### src/rtl/ptpcap_pkg.sv
package ptpcap_pkg;

  typedef enum logic [2:0] {
    ENC_NONE,
    ENC_L2,
    ENC_V4,
    ENC_V6,
    ENC_DROP
  } enc_e;

  localparam logic [15:0] ET_PTP  = 16'h88F7;
  localparam logic [15:0] ET_VLAN = 16'h8100;
  localparam logic [15:0] ET_IP4  = 16'h0800;
  localparam logic [15:0] ET_IP6  = 16'h86DD;
  localparam logic [7:0]  PROTO_UDP = 8'd17;

  localparam int ETH_HDR  = 14;
  localparam int VLAN_LEN = 4;
  localparam int IP6_HDR  = 40;
  localparam int UDP_HDR  = 8;

  localparam int OFS_TYPE  = 0;
  localparam int OFS_VER   = 1;
  localparam int OFS_CLK0  = 20;
  localparam int OFS_CLK7  = 27;
  localparam int OFS_PORTH = 28;
  localparam int OFS_PORTL = 29;
  localparam int OFS_SEQH  = 30;
  localparam int OFS_SEQL  = 31;

  // message type nibble -> record tag code
  function automatic logic [2:0] tag_of(input logic [3:0] mtype);
    case (mtype)
      4'd0:    tag_of = 3'd1;
      4'd1:    tag_of = 3'd4;
      4'd2:    tag_of = 3'd2;
      4'd3:    tag_of = 3'd3;
      default: tag_of = 3'd0;
    endcase
  endfunction

endpackage

### src/rtl/ptpcap_locate.sv
module ptpcap_locate
  import ptpcap_pkg::*;
#(
  parameter int          IDX_W    = 11,
  parameter logic [15:0] EVT_PORT = 16'd319
) (
  input  logic             clk,
  input  logic             rst,
  input  logic             in_vld,
  input  logic             in_sof,
  input  logic             in_eof,
  input  logic [7:0]       in_data,
  output logic             byte_take,
  output logic [IDX_W-1:0] byte_idx,
  output logic             hdr_known,
  output logic [IDX_W-1:0] hdr_base
);

  localparam logic [IDX_W-1:0] IDX_MAX  = '1;
  localparam logic [IDX_W-1:0] L3_PLAIN = IDX_W'(ETH_HDR);
  localparam logic [IDX_W-1:0] L3_TAGD  = IDX_W'(ETH_HDR + VLAN_LEN);
  localparam logic [IDX_W-1:0] V6_SPAN  = IDX_W'(IP6_HDR);
  localparam logic [IDX_W-1:0] UDP_SPAN = IDX_W'(UDP_HDR);

  logic             active_q;
  logic [IDX_W-1:0] cnt_q;
  enc_e             enc_q;
  logic             vlan_q;
  logic [IDX_W-1:0] l3_q;
  logic [IDX_W-1:0] udp_q;
  logic             udp_known_q;
  logic             hdr_known_q;
  logic [IDX_W-1:0] hdr_base_q;
  logic [7:0]       hold_q;

  logic             take;
  logic [IDX_W-1:0] idx;
  enc_e             enc_cur;
  logic             vlan_cur;
  logic [IDX_W-1:0] l3_cur;
  logic             udp_known_cur;
  logic [15:0]      word_cur;

  always_comb begin
    take          = in_vld && (in_sof || active_q);
    idx           = in_sof ? '0 : cnt_q;
    enc_cur       = in_sof ? ENC_NONE : enc_q;
    vlan_cur      = in_sof ? 1'b0 : vlan_q;
    l3_cur        = in_sof ? L3_PLAIN : l3_q;
    udp_known_cur = !in_sof && udp_known_q;
    word_cur      = {hold_q, in_data};
  end

  always_ff @(posedge clk) begin
    if (rst) begin
      active_q    <= 1'b0;
      cnt_q       <= '0;
      enc_q       <= ENC_NONE;
      vlan_q      <= 1'b0;
      l3_q        <= L3_PLAIN;
      udp_q       <= '0;
      udp_known_q <= 1'b0;
      hdr_known_q <= 1'b0;
      hdr_base_q  <= '0;
      hold_q      <= '0;
    end else if (take) begin
      active_q <= !in_eof;
      cnt_q    <= (idx == IDX_MAX) ? idx : idx + 1'b1;
      if (in_sof) begin
        enc_q       <= ENC_NONE;
        vlan_q      <= 1'b0;
        l3_q        <= L3_PLAIN;
        udp_known_q <= 1'b0;
        hdr_known_q <= 1'b0;
      end
      // ethertype high byte
      if (idx == l3_cur - IDX_W'(2)) hold_q <= in_data;
      // ethertype decode
      if (idx == l3_cur - IDX_W'(1) && enc_cur == ENC_NONE) begin
        if (word_cur == ET_VLAN) begin
          if (vlan_cur) enc_q <= ENC_DROP;
          else begin
            vlan_q <= 1'b1;
            l3_q   <= L3_TAGD;
          end
        end else if (word_cur == ET_PTP) begin
          enc_q       <= ENC_L2;
          hdr_known_q <= 1'b1;
          hdr_base_q  <= l3_cur;
        end else if (word_cur == ET_IP4) begin
          enc_q <= ENC_V4;
        end else if (word_cur == ET_IP6) begin
          enc_q       <= ENC_V6;
          udp_q       <= l3_cur + V6_SPAN;
          udp_known_q <= 1'b1;
        end else begin
          enc_q <= ENC_DROP;
        end
      end
      // IPv4 header length and protocol
      if (enc_cur == ENC_V4 && idx == l3_cur) begin
        if (in_data[3:0] < 4'd5) enc_q <= ENC_DROP;
        else begin
          udp_q       <= l3_cur + IDX_W'({in_data[3:0], 2'b00});
          udp_known_q <= 1'b1;
        end
      end
      if (enc_cur == ENC_V4 && idx == l3_cur + IDX_W'(9) && in_data != PROTO_UDP)
        enc_q <= ENC_DROP;
      // IPv6 next header
      if (enc_cur == ENC_V6 && idx == l3_cur + IDX_W'(6) && in_data != PROTO_UDP)
        enc_q <= ENC_DROP;
      // UDP destination port
      if (udp_known_cur && enc_cur != ENC_DROP) begin
        if (idx == udp_q + IDX_W'(2)) hold_q <= in_data;
        if (idx == udp_q + IDX_W'(3)) begin
          if (word_cur == EVT_PORT) begin
            hdr_known_q <= 1'b1;
            hdr_base_q  <= udp_q + UDP_SPAN;
          end else begin
            enc_q <= ENC_DROP;
          end
        end
      end
    end
  end

  assign byte_take = take;
  assign byte_idx  = idx;
  assign hdr_known = hdr_known_q && !in_sof;
  assign hdr_base  = hdr_base_q;

endmodule

### src/rtl/ptpcap_extract.sv
module ptpcap_extract
  import ptpcap_pkg::*;
#(
  parameter int IDX_W = 11,
  parameter int SEC_W = 48,
  parameter int NS_W  = 32
) (
  input  logic             clk,
  input  logic             rst,
  input  logic             byte_take,
  input  logic             byte_sof,
  input  logic [IDX_W-1:0] byte_idx,
  input  logic [7:0]       byte_data,
  input  logic             hdr_known,
  input  logic [IDX_W-1:0] hdr_base,
  input  logic             dir_tx,
  input  logic             onestep,
  input  logic [SEC_W-1:0] stamp_sec,
  input  logic [NS_W-1:0]  stamp_ns,
  output logic             rec_vld,
  output logic [2:0]       rec_tag,
  output logic [SEC_W-1:0] rec_sec,
  output logic [NS_W-1:0]  rec_ns,
  output logic [63:0]      rec_clkid,
  output logic [15:0]      rec_port,
  output logic [15:0]      rec_seq
);

  logic [3:0]       mtype_q;
  logic             ver_ok_q;
  logic [63:0]      cid_q;
  logic [15:0]      port_q;
  logic [7:0]       seqh_q;
  logic             done_q;

  logic             in_hdr;
  logic [IDX_W-1:0] rel;
  logic             kind_ok;
  logic             skip_1s;
  logic             emit;

  always_comb begin
    rel     = byte_idx - hdr_base;
    in_hdr  = byte_take && hdr_known && (byte_idx >= hdr_base) && !done_q;
    kind_ok = (mtype_q <= 4'd3) && ver_ok_q;
    skip_1s = dir_tx && onestep && (mtype_q == 4'd0 || mtype_q == 4'd3);
    emit    = in_hdr && rel == IDX_W'(OFS_SEQL) && kind_ok && !skip_1s;
  end

  always_ff @(posedge clk) begin
    if (rst) begin
      mtype_q   <= '0;
      ver_ok_q  <= 1'b0;
      cid_q     <= '0;
      port_q    <= '0;
      seqh_q    <= '0;
      done_q    <= 1'b0;
      rec_vld   <= 1'b0;
      rec_tag   <= '0;
      rec_sec   <= '0;
      rec_ns    <= '0;
      rec_clkid <= '0;
      rec_port  <= '0;
      rec_seq   <= '0;
    end else begin
      rec_vld <= emit;
      if (byte_take && byte_sof) done_q <= 1'b0;
      if (in_hdr) begin
        if (rel == IDX_W'(OFS_TYPE)) mtype_q <= byte_data[3:0];
        if (rel == IDX_W'(OFS_VER))  ver_ok_q <= (byte_data[3:0] == 4'd2);
        if (rel >= IDX_W'(OFS_CLK0) && rel <= IDX_W'(OFS_CLK7))
          cid_q <= {cid_q[55:0], byte_data};
        if (rel == IDX_W'(OFS_PORTH)) port_q[15:8] <= byte_data;
        if (rel == IDX_W'(OFS_PORTL)) port_q[7:0]  <= byte_data;
        if (rel == IDX_W'(OFS_SEQH))  seqh_q <= byte_data;
        if (rel == IDX_W'(OFS_SEQL))  done_q <= 1'b1;
      end
      if (emit) begin
        rec_tag   <= tag_of(mtype_q);
        rec_sec   <= stamp_sec;
        rec_ns    <= stamp_ns;
        rec_clkid <= cid_q;
        rec_port  <= port_q;
        rec_seq   <= {seqh_q, byte_data};
      end
    end
  end

endmodule

### src/rtl/ptpcap_unit.sv
module ptpcap_unit
  import ptpcap_pkg::*;
#(
  parameter int          IDX_W    = 11,
  parameter int          SEC_W    = 48,
  parameter int          NS_W     = 32,
  parameter logic [15:0] EVT_PORT = 16'd319
) (
  input  logic             clk,
  input  logic             rst,
  input  logic             in_vld,
  input  logic             in_sof,
  input  logic             in_eof,
  input  logic [7:0]       in_data,
  input  logic             in_tx,
  input  logic             cfg_onestep,
  input  logic [SEC_W-1:0] tod_sec,
  input  logic [NS_W-1:0]  tod_ns,
  output logic             rec_vld,
  output logic [2:0]       rec_tag,
  output logic [SEC_W-1:0] rec_sec,
  output logic [NS_W-1:0]  rec_ns,
  output logic [63:0]      rec_clkid,
  output logic [15:0]      rec_port,
  output logic [15:0]      rec_seq
);

  logic             byte_take;
  logic [IDX_W-1:0] byte_idx;
  logic             hdr_known;
  logic [IDX_W-1:0] hdr_base;
  logic [SEC_W-1:0] sof_sec_q;
  logic [NS_W-1:0]  sof_ns_q;

  // time copy on the first byte
  always_ff @(posedge clk) begin
    if (rst) begin
      sof_sec_q <= '0;
      sof_ns_q  <= '0;
    end else if (byte_take && in_sof) begin
      sof_sec_q <= tod_sec;
      sof_ns_q  <= tod_ns;
    end
  end

  ptpcap_locate #(.IDX_W(IDX_W), .EVT_PORT(EVT_PORT)) u_locate (
    .clk       (clk),
    .rst       (rst),
    .in_vld    (in_vld),
    .in_sof    (in_sof),
    .in_eof    (in_eof),
    .in_data   (in_data),
    .byte_take (byte_take),
    .byte_idx  (byte_idx),
    .hdr_known (hdr_known),
    .hdr_base  (hdr_base)
  );

  ptpcap_extract #(.IDX_W(IDX_W), .SEC_W(SEC_W), .NS_W(NS_W)) u_extract (
    .clk       (clk),
    .rst       (rst),
    .byte_take (byte_take),
    .byte_sof  (in_sof),
    .byte_idx  (byte_idx),
    .byte_data (in_data),
    .hdr_known (hdr_known),
    .hdr_base  (hdr_base),
    .dir_tx    (in_tx),
    .onestep   (cfg_onestep),
    .stamp_sec (sof_sec_q),
    .stamp_ns  (sof_ns_q),
    .rec_vld   (rec_vld),
    .rec_tag   (rec_tag),
    .rec_sec   (rec_sec),
    .rec_ns    (rec_ns),
    .rec_clkid (rec_clkid),
    .rec_port  (rec_port),
    .rec_seq   (rec_seq)
  );

endmodule

### config.mk
export PLATFORM = sky130hd
export DESIGN_NAME = ptpcap_unit
export DESIGN_NICKNAME = d
export VERILOG_FILES = /design/src/rtl/ptpcap_pkg.sv /design/src/rtl/ptpcap_locate.sv /design/src/rtl/ptpcap_extract.sv /design/src/rtl/ptpcap_unit.sv
export SDC_FILE = /design/constraint.sdc
export NUM_CORES = 1
export LEC_CHECK = 0
export ABC_AREA = 1
export ABC_CLOCK_PERIOD_IN_PS = 4200
export CORE_MARGIN = 5
export CORE_UTILIZATION = 54
export CTS_CLUSTER_SIZE = 8
export DETAILED_ROUTE_END_ITERATION = 10
export DONT_BUFFER_PORTS = 1
export PLACE_DENSITY = 0.65
export SYNTH_ARGS = -nofsm -noshare
export SYNTH_HDL_FRONTEND = slang
export SYNTH_HIERARCHICAL = 1
export SYNTH_SLANG_ARGS = --single-unit
### constraint.sdc
create_clock -name clk -period 4.2 [get_ports clk]
set_input_delay 0.63 -clock clk [delete_from_list [all_inputs] [get_ports clk]]
set_output_delay 0.63 -clock clk [all_outputs]
set_load 0.02 [all_outputs]
==> summary.txt <==
STA
  – Worst Tran Pin Value: 1.16 ns
  – Final min period: 3.36 ns
  – Unrepaired setup endpoints after global routing: false
  – Clock Skews: 0.0169 ns
  – Final Hold Viols: 0
  – Final Slew Violations: 0
  – Setup_tns: 0 ns
  – Fin crit share: 80.1%
  – Final setup viols: 0
  – Slew HR: 22.6%
  – Fmax: 297 MHz

GRT
  – Vias in the first global route: 20,298
  – Largest net degree at the start of global routing: 197
  – GRT Util Overall: 27.3%
  – Grt total ovfl: 0
  – First-pass GRT wire length: 106,000 µm
  – Initial antenna violation count: 1

Layout
  – Register Area: 8270 µm²
  – Fin cells: 4,224
  – Final Core Density: 58.9%
  – Multi-input logic area: 10,800 µm²
  – Share of layout cells above drive strength 1: 7.63%
  – Number of fill cells in the layout: 4,214
  – Layout Area Growth over Synthesis: 7.78%
  – Nets@finish: 3,802

Synth
  – Ys flop type: dfxtp_1
  – Yosys cell types: 50
  – Syn Std Cell Area: 23,000 µm²
  – Mean Syn Cell Area: 6.09 µm²
  – Most common cell in the synthesized netlist: nand2_1
  – Post-synth ARST share: 0%
  – Largest cells by area after synthesis: dfxtp_1, nand2_1, nor2_1
  – Register area share after synthesis: 36.0%
  – Post-synth EDFFs: 0
  – Area share of the largest cell type after synthesis: 36.0%
  – Post-synth top cells: nand2_1, nor2_1, inv_1
  – Syn nets: 3,895
  – Ys Warns: 6
  – Seq cells post-synth: 413
  – Cell taking the most area after synthesis: dfxtp_1
  – Mapped Cells: 3,771

Die
  – Die width: 216 µm
  – Initial Utilization: 54.6%
  – Die H: 216 µm
  – Site Rows: 75
  – Area of the core: 42,000 µm²
  – Full die area: 46,800 µm²
  – I/O Pins: 275

Clock network
  – Clock latency on the worst-skew pair: 0.61 ns
  – Hold buffers post-CTS: 0
  – CTS max path bufs: 3
  – Max H-tree Level: 2
  – TritonCTS buffer count: 58
  – Root buf cell: clkbuf_16
  – CTS sink count: 413
  – Clock-pin slew on the worst setup and hold paths: 0.06 ns
  – Postcts setup bufs: 0
  – Post_cts resized: 0
  – CTS tree: yes

Placed design
  – PortBufs: 0
  – Placed cell count: 4,157
  – HPWL after DPL: 45,700 µm
  – GPL Wtd Cong: 0.943

Hold path
  – HP Class: in2reg

Status
  – Outcome: finished clean

Setup path
  – Max FO, Critical Path: 77
  – Crit path capture type: flip-flop
  – Critical path class: reg2reg
  – Crit-path slowest cell: dfxtp_1
  – Critical path, cell by cell: inv_1 -> nor2_1 -> ha_1 -> a21oi_1 -> nand3_1 -> nand2_1 -> nand2_1 -> nand2_1 -> nand3_1 -> nor2_4 -> buf_12 -> buf_4 -> nand4_1 -> nand2_1 -> nor2_1
  – Worst setup SP type: flip-flop
  – Crit-path most repeated cell: nand2_1
  – Max incr delay on CP: 0.43 ns
  – Critical path required time: 4.69 ns
  – Worst EP arrival: 3.86 ns
  – Top delay family on crit path: simple AND/OR/NAND/NOR gates
  – CP Buf/Inv Count: 3

Power
  – Worst vdd ir: 0.311 mV
  – Clock share of power: 48.1%
  – P_sw: 2060 µW
  – Leakage: 0.0116 µW
  – Share of power burned in registers: 45.9%
  – P per Cell Area: 355 nW/µm²
  – Cell internal pwr: 6720 µW
  – Gate power share: 6.1%
  – Switching Share: 23.5%

Flow run
  – Maxcap violations: 0

Routing
  – Routed WL per cell: 15.7 µm
  – Initial drt markers: 1,857
  – DR pass1 iterations: 5
  – Vias: 21,558
  – Routed WL: 66,200 µm
  – Final ANT Viol Nets: 0
  – Residual DRC: 0
  – Via density: 5.10
[final timing paths]
path                                              end  slack [ns]               from  cells past startpoint
worst min-delay path                u_locate/udp_q[3]        0.09                rst                      1
worst max-delay path            u_extract/rec_sec[12]        0.84  u_locate/cnt_q[5]                     15
worst min register to register       u_extract/done_q        0.46   u_extract/done_q                      2
worst max register to register  u_extract/rec_sec[12]        0.84  u_locate/cnt_q[5]                     15
[layout make-up]
| cell class | instances | share of cell area [%] |
|---|---|---|
| flip-flops and latches | 413 | 33.4 |
| multi-input cells | 2384 | 43.8 |
| repair buffers | 33 | 1.66 |
| clock inverters | 3 | 0.263 |
| well taps | 539 | 2.72 |
| inverters | 788 | 12.0 |
| clock buffers | 63 | 6.15 |
| diodes | 1 | 0.0101 |
[registers in the layout (all words and copies together), names as in the netlist, 3 cells and up]
signal	cells
u_extract/cid_q	64
u_extract/rec_clkid	64
sof_sec_q	48
u_extract/rec_sec	48
sof_ns_q	32
u_extract/rec_ns	32
u_extract/port_q	16
u_extract/rec_port	16
u_extract/rec_seq	16
u_locate/cnt_q	11
u_locate/hdr_base	11
u_locate/l3_q	11
u_locate/udp_q	11
u_extract/seqh_q	8
u_locate/hold_q	8
u_extract/mtype_q	4
u_extract/rec_tag	3
u_locate/enc_q	3
[stage by stage]
step / total power, µW / hold slack [ns] / worst slack (ns) / area, µm²
finish: 8780 / 0.0898 / 0.838 / 24800
global route: 9120 / 0.0624 / 0.620 / 24800
global placement: 4630 / 0.450 / 0.630 / 23200
floorplan: 4530 / 0.436 / 1.06 / 23000
CTS: 8860 / 0.0744 / 0.904 / 24800
detailed placement: 4630 / 0.464 / 0.579 / 23200
[routing by layer]
metal  vias to the layer above  track usage [%]  wire length [µm]
li1                      11060                -                 -
met1                      9789             34.5             27800
met2                       595             47.2             31800
met3                       114             6.03              4620
met4                         0             7.87              1950
met5                         -                0                 0
[cell families (layout without fill, tap and decap cells)]
logic type               Yosys count  after routing  share of synthesized area, %
AND/OR/NAND/NOR                 2178           2178                          40.6
AO/OA/AOI/OAI                    136            136                          3.25
adder cells (fa/ha/maj)           29             29                          1.65
buffers and inverters            974            887                          16.9
flip-flops                       413            413                          36.0
other                              0              1                             0
XOR/XNOR                          41             41                          1.60
[power groups by stage]
| stage | logic, µW | clock network (µW) | registers (µW) |
|---|---|---|---|
| after floorplan | 433 | 0 | 4090 |
| after global placement | 523 | 0 | 4100 |
| after detailed placement | 527 | 0 | 4100 |
| after CTS | 531 | 4310 | 4030 |
| after global routing | 611 | 4480 | 4030 |
| final | 533 | 4220 | 4030 |
[placed cells by master (no fill, tap or decap), types with 2 or more instances in the layout]
cell	netlist	routed
nor3_1	20	20
nor2_2	13	13
nand3_4	2	2
nor2_8	2	2
nand2_4	3	4
fa_1	2	2
nor2_1	685	683
nand4_1	197	197
a21oi_2	4	4
xor2_1	32	32
o21ai_1	10	9
buf_4	2	20
nand2_2	17	16
xnor2_1	8	8
o211ai_1	6	6
nand2_1	985	985
nand3_2	6	6
a221oi_1	2	2
o21a_1	2	2
buf_12	1	13
dfxtp_1	413	413
nor3_2	2	2
o21ai_0	55	55
nor3b_1	4	4
a21oi_1	48	47
inv_2	115	115
o21ai_2	1	2
ha_1	27	27
inv_1	671	670
nand3b_1	5	5
clkbuf_16	0	60
nand3_1	223	223
and2_1	3	2
clkbuf_1	74	2
o21bai_1	3	3
a21boi_0	2	2
nor2_4	7	9
No activity file was read; power rests on OpenSTA's default activity.
